[config.mk]
export PLATFORM = sky130hd
export DESIGN_NAME = tmr_bank_router
export DESIGN_NICKNAME = d
export VERILOG_FILES = /design/src/rtl/tmr_router_pkg.sv /design/src/rtl/tmr_win_decode.sv /design/src/rtl/tmr_bank_select.sv /design/src/rtl/tmr_rdata_mux.sv /design/src/rtl/tmr_bank_router.sv
export SDC_FILE = /design/constraint.sdc
export NUM_CORES = 1
export LEC_CHECK = 0
export BUFFER_PORTS_ARGS = -buffer_cell sky130_fd_sc_hd__clkbuf_2
export CORE_AREA = 2 2 104 106
export DETAILED_ROUTE_END_ITERATION = 7
export DIE_AREA = 0 0 106 108
export MAX_ROUTING_LAYER = met4
export PLACE_DENSITY = 0.61
export REMOVE_ABC_BUFFERS = 1
export SLEW_MARGIN = 10
export SYNTH_ARGS = -nofsm -noshare
export SYNTH_HDL_FRONTEND = slang
export SYNTH_SLANG_ARGS = --single-unit
[constraint.sdc]
create_clock -name clk_i -period 3.9 [get_ports clk_i]
set_clock_uncertainty 0.05 [all_clocks]
set_input_delay 0 -clock clk_i [delete_from_list [all_inputs] [get_ports clk_i]]
set_output_delay 0 -clock clk_i [all_outputs]
set_load 0.02 [all_outputs]
[src/rtl/tmr_router_pkg.sv]
package tmr_router_pkg;
   localparam int MAX_CORES = 8;
   localparam int CORE_ID_W = 3;
   localparam int WORD_W    = 32;
   localparam int OFF_W     = 5;
   localparam int BE_W      = 4;
   localparam logic [BE_W-1:0] FULL_BE = '1;

   typedef logic [WORD_W-1:0] word_t;
   typedef logic [OFF_W-1:0]  off_t;
endpackage

[src/rtl/tmr_win_decode.sv]
module tmr_win_decode
   import tmr_router_pkg::*;
#(
   parameter int ADDR_W = 9,
   localparam int WIN_W = ADDR_W - OFF_W
) (
   input  logic [ADDR_W-1:0] addr_i,
   input  logic [BE_W-1:0]   be_i,
   output logic [WIN_W-1:0]  win_o,
   output off_t              off_o,
   output logic              word_ok_o
);
   assign win_o     = addr_i[ADDR_W-1:OFF_W];
   assign off_o     = addr_i[OFF_W-1:0];
   assign word_ok_o = (be_i == FULL_BE) && (addr_i[1:0] == 2'b00);
endmodule

[src/rtl/tmr_bank_select.sv]
module tmr_bank_select
   import tmr_router_pkg::*;
#(
   parameter int NUM_CORES = 4,
   parameter int WIN_W     = 4
) (
   input  logic                 sel_i,
   input  logic                 we_i,
   input  logic                 word_ok_i,
   input  logic [WIN_W-1:0]     win_i,
   input  logic [CORE_ID_W-1:0] core_i,
   output logic [NUM_CORES-1:0] rd_o,
   output logic [NUM_CORES-1:0] wr_o,
   output logic                 bad_o
);
   logic [NUM_CORES-1:0] match;
   logic                 alias_win;
   logic                 legal;

   assign alias_win = (win_i == '0);

   for (genvar gi = 0; gi < NUM_CORES; gi++) begin : g_match
      logic direct_hit;
      logic alias_hit;
      assign direct_hit = (win_i == WIN_W'(gi + 1));
      assign alias_hit  = alias_win && (core_i == CORE_ID_W'(gi));
      assign match[gi]  = direct_hit || alias_hit;
   end

   assign legal = sel_i && word_ok_i && (|match);
   assign rd_o  = (legal && !we_i) ? match : '0;
   assign wr_o  = (legal &&  we_i) ? match : '0;
   assign bad_o = sel_i && !legal;
endmodule

[src/rtl/tmr_rdata_mux.sv]
module tmr_rdata_mux
   import tmr_router_pkg::*;
#(
   parameter int NUM_CORES = 4
) (
   input  logic [NUM_CORES-1:0]        rd_i,
   input  logic [NUM_CORES*WORD_W-1:0] bank_rdata_i,
   output word_t                       rdata_o
);
   if (NUM_CORES == 1) begin : g_single
      assign rdata_o = rd_i[0] ? bank_rdata_i : '0;
   end else begin : g_andor
      always_comb begin
         rdata_o = '0;
         for (int i = 0; i < NUM_CORES; i++) begin
            rdata_o |= bank_rdata_i[i*WORD_W +: WORD_W] & {WORD_W{rd_i[i]}};
         end
      end
   end
endmodule

[src/rtl/tmr_bank_router.sv]
module tmr_bank_router
   import tmr_router_pkg::*;
#(
   parameter int NUM_CORES = 4,
   parameter int ADDR_W    = 9
) (
   input  logic                        clk_i,
   input  logic                        rst_ni,
   input  logic                        bus_sel_i,
   input  logic                        bus_we_i,
   input  logic [ADDR_W-1:0]           bus_addr_i,
   input  logic [BE_W-1:0]             bus_be_i,
   input  logic [CORE_ID_W-1:0]        bus_core_i,
   input  logic [WORD_W-1:0]           bus_wdata_i,
   output logic [WORD_W-1:0]           bus_rdata_o,
   output logic                        bus_err_o,
   output logic [NUM_CORES-1:0]        bank_rd_o,
   output logic [NUM_CORES-1:0]        bank_wr_o,
   output logic [OFF_W-1:0]            bank_off_o,
   output logic [WORD_W-1:0]           bank_wdata_o,
   input  logic [NUM_CORES*WORD_W-1:0] bank_rdata_i,
   input  logic [NUM_CORES-1:0]        bank_irq_i,
   output logic [NUM_CORES-1:0]        irq_o
);
   localparam int WIN_W = ADDR_W - OFF_W;

   if (NUM_CORES < 1 || NUM_CORES > MAX_CORES) begin : g_bad_cores
      $error("NUM_CORES must lie in 1..MAX_CORES");
   end
   if (WIN_W < 1 || (2 ** WIN_W) < NUM_CORES + 1) begin : g_bad_addr
      $error("ADDR_W too narrow for NUM_CORES+1 windows");
   end

   logic [WIN_W-1:0] win;
   logic             word_ok;
   logic             bad;
   logic             err_q;

   tmr_win_decode #(.ADDR_W(ADDR_W)) u_dec (
      .addr_i    (bus_addr_i),
      .be_i      (bus_be_i),
      .win_o     (win),
      .off_o     (bank_off_o),
      .word_ok_o (word_ok)
   );

   tmr_bank_select #(.NUM_CORES(NUM_CORES), .WIN_W(WIN_W)) u_sel (
      .sel_i     (bus_sel_i),
      .we_i      (bus_we_i),
      .word_ok_i (word_ok),
      .win_i     (win),
      .core_i    (bus_core_i),
      .rd_o      (bank_rd_o),
      .wr_o      (bank_wr_o),
      .bad_o     (bad)
   );

   tmr_rdata_mux #(.NUM_CORES(NUM_CORES)) u_mux (
      .rd_i         (bank_rd_o),
      .bank_rdata_i (bank_rdata_i),
      .rdata_o      (bus_rdata_o)
   );

   always_ff @(posedge clk_i or negedge rst_ni) begin
      if (!rst_ni) err_q <= 1'b0;
      else         err_q <= bad;
   end

   assign bus_err_o    = err_q;
   assign bank_wdata_o = bus_wdata_i;
   assign irq_o        = bank_irq_i;
endmodule

Word-level counts from Yosys, hierarchy flattened. Cells that the tools add are included.

Bitwise logic cells: 7. Reductions and logical operators: 20. Equality and inequality tests: 8. Muxes and demuxes: 2.

Operators by type and width (number): $and A32 B32 Y32 (4); $or A32 B32 Y32 (3); $logic_and A1 B1 Y1 (10); $eq A4 B2 Y1 const B (2); $mux W4 (2); $eq A3 B2 Y1 const B (2); $eq A4 B1 Y1 const B (1); $eq A4 B3 Y1 const B (1); $eq A4 B4 Y1 const B (1); $logic_not A4 Y1 (1); $logic_or A1 B1 Y1 (4); $reduce_or A4 Y1 (1); $eq A3 B1 Y1 const B (1); $logic_not A3 Y1 (1); $logic_not A1 Y1 (2); $logic_not A2 Y1 (1).

Register bits after elaboration: 1. Output and inout bits: 82. Logic and storage cells: 38. Input bits: 184.

Depth between registers and ports, before layout. Gate-level depths: netlist of the first run.

Depth in word-level cells: 11. Gate-level depth with buffers: 6. Mapped depth without buffers: 4.

Cells and area by module. From an unflattened synthesis of the first run, not the netlist that was laid out.

Cell total of the unflattened synthesis: 183. Area, all modules: 1253.7 um^2.

Modules (own cells, without submodules): tmr_rdata_mux (cells an instance 108, times used 1, area each 705.7 um^2, sequential area each 0.0 um^2); tmr_bank_router (cells an instance 37, times used 1, area each 295.3 um^2, sequential area each 25.0 um^2); tmr_bank_select (cells an instance 26, times used 1, area each 165.2 um^2, sequential area each 0.0 um^2); tmr_win_decode (cells an instance 12, times used 1, area each 87.6 um^2, sequential area each 0.0 um^2).

Least setup slack after synthesis of the first run. No wires, ideal clock.

Path kind: input -> output. From: input bus_addr_i[0]. To: output bank_rd_o[2]. Arrival time: 1610 ps. Path buffers: 2. Stages: 5. Slack: 2240 ps. Data required time: 3850 ps. Cells stage by stage: nand4bb_1 > or3_1 > buf_6 > buf_2 > nor4b_1.

Word-level cells in the longest chain between the ends: 6.

Ends and longest elaborated chain: from (decl) (line tmr_bank_router.sv:11) `input logic [ADDR_W-1:0] bus_addr_i,`; $logic_not A2 Y1 (line tmr_win_decode.sv:15) `assign word_ok_o = (be_i == FULL_BE) && (addr_i[1:0] == 2'b00);`; $logic_and A1 B1 Y1 (line tmr_win_decode.sv:15); $logic_and A1 B1 Y1 (2 in a row) (line tmr_bank_select.sv:30) `assign legal = sel_i && word_ok_i && (|match);`; $logic_and A1 B1 Y1 (line tmr_bank_select.sv:31) `assign rd_o = (legal && !we_i) ? match : '0;`; $mux W4 (line tmr_bank_select.sv:31); to (decl) (line tmr_bank_router.sv:17) `output logic [NUM_CORES-1:0] bank_rd_o,`.

Every way passes these cells.

Final worst setup path of the first run.
From: input bus_addr_i[7]. To: output bus_rdata_o[23].

Word-level cells in the longest chain between the ends: 11. Elaborated cells on any way between the ends: 24. Classes of those cells: eq/ne (4); mux (1); bitwise (7); reduce/logical (12).

Ends and longest elaborated chain: $logic_not A4 Y1 (line tmr_bank_select.sv:20) `assign alias_win = (win_i == '0);`; $logic_and A1 B1 Y1 (line tmr_bank_select.sv:26) `assign alias_hit = alias_win && (core_i == CORE_ID_W'(gi));`; $logic_or A1 B1 Y1 (line tmr_bank_select.sv:27) `assign match[gi] = direct_hit || alias_hit;`; $reduce_or A4 Y1 (line tmr_bank_select.sv:30); $logic_and A1 B1 Y1 (line tmr_bank_select.sv:30); $logic_and A1 B1 Y1 (line tmr_bank_select.sv:31); $mux W4 (*) (line tmr_bank_select.sv:31); $and A32 B32 Y32 (line tmr_rdata_mux.sv:16) `rdata_o |= bank_rdata_i[i*WORD_W +: WORD_W] & {WORD_W{rd_i[i]}};`; $or A32 B32 Y32 (2 in a row) (line tmr_rdata_mux.sv:16); $or A32 B32 Y32 (*) (line tmr_rdata_mux.sv:16); to (decl) (line tmr_bank_router.sv:15) `output logic [WORD_W-1:0] bus_rdata_o,`.

Every way passes the cells marked *; elsewhere a longest branch is shown, timed or not.

==> run metrics, run 1 <==
peak supply drop=70.6 uV; initial antenna violation count=5; Global Route Usage Sum=18.0%; DR pass1 iterations=4; Pwr Density=84.3 nW/um^2; post-CTS resize count=0; initial core utilization=18.5%; PortBufs=187; Seq/Total Area, Yosys=1.32%; startpoint types=primary input; final weighted congestion in routability-driven placement=0.777; Setup TNS Final=0 ns; final worst path period share=63.3%; Final Hold Viols=0; worst hold stages=2; Hold Crit Start=bus_addr_i[0]; Final setup violation count=0; Avg WL per Cell=20.8 um; Site Rows=37; grt total ovfl=0; Finished Layout Cells=533; P&R area growth vs syn=59.0%; Psw=0.129 mW; share of the synthesized area in the top cell type=17.0%; Mapped Area=1890 um^2; Synth area leader=a221o_1; switching share of power=51.0%; top-count cell post-synth=buf_4; Final Cell Area=3000 um^2; Hold Crit Class=in -> out; crit path time final=2.47 ns; placed cell area=2590 um^2; status=finished, final reports clean; Seq pwr share=4.4%; slew at the pin closest to its max-slew limit=1.11 ns; Max-Cap Viols=0; Vias/cell=5.21; max reg flops=1; count of different cell masters after synthesis=30; Gate power share=95.6%; post-route setup slack=1.43 ns; vias in the first global route=2,572; net count reported at finish=576; RSZ-0062 raised after global routing=false; Critical Path AT=2.42 ns; core area=10,200 um^2; crit path max fanout=38; Vias=2,775; Synth Flop Type=dfrtp_1; die area=11,400 um^2; pre-CTS WS=1.50 ns; Fmax=405 MHz; Placed Cells=486; Post-synth top cells=buf_4 (41), nor4b_1 (33), a221o_1 (32), a22o_1 (32), clkbuf_1 (28); Syn. warnings=0; layout cells sized above 1=49.7%; synth top area cells=a221o_1 (17%), buf_4 (16%), nor4b_1 (15%); Crit Path Category=in -> out; Post-synth EDFFs=0; Pint=0.124 mW; DRT iter0 DRCs=280; leakage=1.47 nW; largest net degree at the start of global routing=55; wirelength, routed=11.1 mm; drt drc=0; final design utilization=29.4%; Die X=106 um; Clock power frac=0%; Syn Area/Cell=8.04 um^2; Worst Setup End Kind=output pin; Setup Buffers After CTS=0; # hold bufs at CTS=40; Slew HR=26.3%; post-synthesis register bit count=1; Critical Path RT=3.85 ns; Die H=108 um; ys async rst share=100%; dpl hpwl=8.07 mm; total power=0.253 mW; hold slack=0.188 ns; I/O Pins=266; first-pass GRT wire length=15.6 mm; Syn Inst Count=235; Final ANT Viol Nets=0; Slew Limit Fails=0; Hold Crit Endpoint=bank_off_o[0]
## worst max-delay path, stage by stage
cell and delay, ns:
clkbuf_2 0.68, nor2b_1 0.11, mux2i_1 0.30, nor4b_4 0.47
buf_4 0.44, a221o_1 0.22, clkbuf_2 0.18
## kinds of logic after synthesis
| group | after synthesis | share of synthesized area (%) |
|---|---|---|
| compound gates | 71 | 34.2 |
| buf+inv | 76 | 24.9 |
| flops | 1 | 1.32 |
| simple gates | 86 | 39.1 |
| mux | 1 | 0.530 |
## power groups by stage
stage | Sequential, mW | Combinational [mW] | Clock [mW]
after floorplan | 0.0120 | 0.0571 | 0
after global placement | 0.0112 | 0.165 | 0
after detailed placement | 0.0112 | 0.169 | 0
after CTS | 0.0112 | 0.238 | 0
after global routing | 0.0112 | 0.255 | 0.000000137
final | 0.0112 | 0.242 | 0.000000893
## placed cells by master (no fill, tap or decap)
cell | Yosys | routed
and4b_1 | 17 | 17
nor4b_4 | 1 | 1
nand3_1 | 3 | 3
inv_1 | 2 | 2
dfrtp_1 | 1 | 1
diode_2 | 0 | 7
nand4b_1 | 1 | 1
clkbuf_2 | 0 | 187
nor2_1 | 4 | 4
nor3_2 | 0 | 1
o21ai_4 | 0 | 1
a221o_1 | 32 | 32
nor3b_1 | 1 | 1
a211oi_1 | 2 | 2
nand4bb_1 | 1 | 1
mux2i_1 | 1 | 1
or3b_1 | 1 | 1
and3_1 | 1 | 1
and3b_1 | 1 | 1
nor4b_1 | 33 | 33
and4_1 | 15 | 15
nor2b_1 | 2 | 2
o21a_1 | 1 | 1
dlygate4sd3_1 | 0 | 40
a21oi_4 | 0 | 2
a21boi_0 | 1 | 1
and2_1 | 2 | 2
a22o_1 | 32 | 32
buf_4 | 41 | 2
or3_1 | 2 | 2
## metal layers
metal / share of wire, % / track usage [%] / vias to the layer above
met5: 0 / - / -
met4: 0.41 / 1.50 / 0
met3: 8.9 / 3.56 / 4
met2: 47 / 30.6 / 181
met1: 43 / 23.2 / 1322
li1: - / - / 1268
## worst max path at each step
| stage | startpoint | end | slack (ns) | cells past startpoint |
|---|---|---|---|---|
| 6_report | bus_addr_i[7] | bus_rdata_o[23] | 1.43 | 7 |
| 5_1_grt | bus_addr_i[7] | bus_rdata_o[22] | 1.30 | 7 |
| 4_1_cts | bus_addr_i[7] | bus_rdata_o[23] | 1.49 | 7 |
| 3_5_place_dp | bus_addr_i[7] | bus_rdata_o[23] | 1.50 | 7 |
| 3_3_place_gp | bus_addr_i[7] | bus_rdata_o[9] | 1.59 | 7 |
| 2_1_floorplan | bus_addr_i[0] | bus_rdata_o[0] | 1.49 | 4 |
## area by class of cell
cell class,instances,area (um^2)
diodes,7,17.5
inverters,2,7.51
multi-input cells,158,1430
fillers,1099,7230
repair buffers,229,1350
well taps,136,170
flip-flops and latches,1,25.0
Power figures use the tool's default switching activity.
==> run 2, diff against run 1 <==
--- a/config.mk
+++ b/config.mk
@@ -6,11 +6,11 @@
 export NUM_CORES = 1
 export LEC_CHECK = 0
 export BUFFER_PORTS_ARGS = -buffer_cell sky130_fd_sc_hd__clkbuf_2
-export CORE_AREA = 2 2 104 106
+export CORE_AREA = 2 2 105 107
 export DETAILED_ROUTE_END_ITERATION = 7
-export DIE_AREA = 0 0 106 108
+export DIE_AREA = 0 0 107 109
 export MAX_ROUTING_LAYER = met4
-export PLACE_DENSITY = 0.61
+export PLACE_DENSITY = 0.62
 export REMOVE_ABC_BUFFERS = 1
 export SLEW_MARGIN = 10
 export SYNTH_ARGS = -nofsm -noshare
==> constraint.sdc (replaced) <==
create_clock -name clk_i -period 2.1 [get_ports clk_i]
set_clock_uncertainty 0.05 [all_clocks]
set_input_delay 0 -clock clk_i [delete_from_list [all_inputs] [get_ports clk_i]]
set_output_delay 0 -clock clk_i [all_outputs]
set_load 0.02 [all_outputs]
==> run metrics, run 2 (synthesis gave the netlist of run 1 again) <==
initial core utilization=17.8%; Global Route Usage Sum=18.6%; net count reported at finish=587; dpl hpwl=8.79 mm; layout cells sized above 1=51.1%; Max-Cap Viols=0; Final Hold Viols=0; hold slack=0.185 ns; Vias=2,903; Die X=107 um; final design utilization=29.4%; Fmax=545 MHz; Pwr Density=160 nW/um^2; startpoint types=primary input; final weighted congestion in routability-driven placement=0.874; Hold Crit Endpoint=bank_off_o[1]; Critical Path AT=1.79 ns; placed cell area=2710 um^2; max incr delay on CP=0.45 ns; slew at the pin closest to its max-slew limit=0.948 ns; Slew HR=36.6%; vias in the first global route=2,719; Placed Cells=501; total power=0.498 mW; Most common cell on crit path=clkbuf_2; initial antenna violation count=4; Final setup violation count=0; Avg WL per Cell=21.1 um; Vias/cell=5.33; max reg flops=1; first-pass GRT wire length=16.1 mm; drt drc=0; Critical Path RT=2.05 ns; Final ANT Viol Nets=0; leakage=1.54 nW; Slowest cell on crit path=or3_1; Slew Limit Fails=0; Finished Layout Cells=545; Hold Crit Class=in -> out; Hold Crit Start=bus_addr_i[1]; peak supply drop=143 uV; DR pass1 iterations=5; pre-CTS WS=0.296 ns; crit path time final=1.84 ns; most frequent cells in the layout=clkbuf_2 (187), dlygate4sd3_1 (40), nor4b_1 (33), a22o_1 (32), a221o_1 (32); die area=11,700 um^2; Die H=109 um; P&R area growth vs syn=65.2%; worst hold stages=2; Worst Setup End Kind=output pin; CP Launch Point=bus_addr_i[0]; Setup Buffers After CTS=0; Final Cell Area=3120 um^2; Site Rows=38; fill cell count=1,117; final worst path period share=87.4%; status=finished, final reports clean; grt total ovfl=0; DRT iter0 DRCs=212; wirelength, routed=11.5 mm; Crit Path Category=in -> out; largest net degree at the start of global routing=35; I/O Pins=266; PortBufs=187; post-route setup slack=0.265 ns; RSZ-0062 raised after global routing=false; CP Cell Sequence=clkbuf_2 > nand4bb_1 > or3_1 > buf_4 > nor4b_1 > a221o_1 > clkbuf_2; core area=10,600 um^2; crit path max fanout=18; Setup TNS Final=0 ns; most common cell after layout, fill and taps aside=clkbuf_2
[run 2: cell types whose count changed in the layout (fill, tap and decap cells not counted), sizes merged]
cell   delta
buf      +11
diode     -3
[run 2: worst max-delay path: cells and delay by family]
family / cells / cell delay, ns
simple gates: 3 / 1.06
buf+inv: 3 / 0.50
compound gates: 1 / 0.21
[run 2: repair_timing]
action | 4_1_cts | 5_1_grt
endpoints found under the hold margin | 40 | 0
resized for setup | 0 | 0
hold buffers | 40 | 0
[run 2: layer usage]
metal	vias up	wire, um	share of wire, %	track usage [%]
met5	-	0	0	-
li1	1290	-	-	-
met1	1364	4880	42	23.6
met2	235	5010	44	29.9
met4	0	68	0.59	0.928
met3	14	1540	13	6.63
[run 2: worst max-delay path by stage]
| stage | slack, ns | depth (start not counted) | endpoint |
|---|---|---|---|
| global route | 0.13 | 7 | bus_rdata_o[27] |
| global placement | 0.34 | 7 | bus_rdata_o[4] |
| detailed placement | 0.30 | 7 | bus_rdata_o[30] |
| CTS | 0.29 | 7 | bus_rdata_o[30] |
| floorplan | -0.31 | 4 | bus_rdata_o[0] |
| finish | 0.26 | 7 | bus_rdata_o[10] |
[run 2: area by class of cell]
class | count | area (um^2) | area share (%)
well taps | 140 | 175 | 5.61
inverters | 2 | 7.51 | 0.240
flip-flops and latches | 1 | 25.0 | 0.802
repair buffers | 240 | 1470 | 47.1
diodes | 4 | 10.0 | 0.321
multi-input cells | 158 | 1430 | 45.9
[run 2: where the power goes]
group / switching [mW] / internal [mW]
Combinational: 0.250 / 0.227
Clock: 0 / 0.000000255
Sequential: 0.000260 / 0.0206
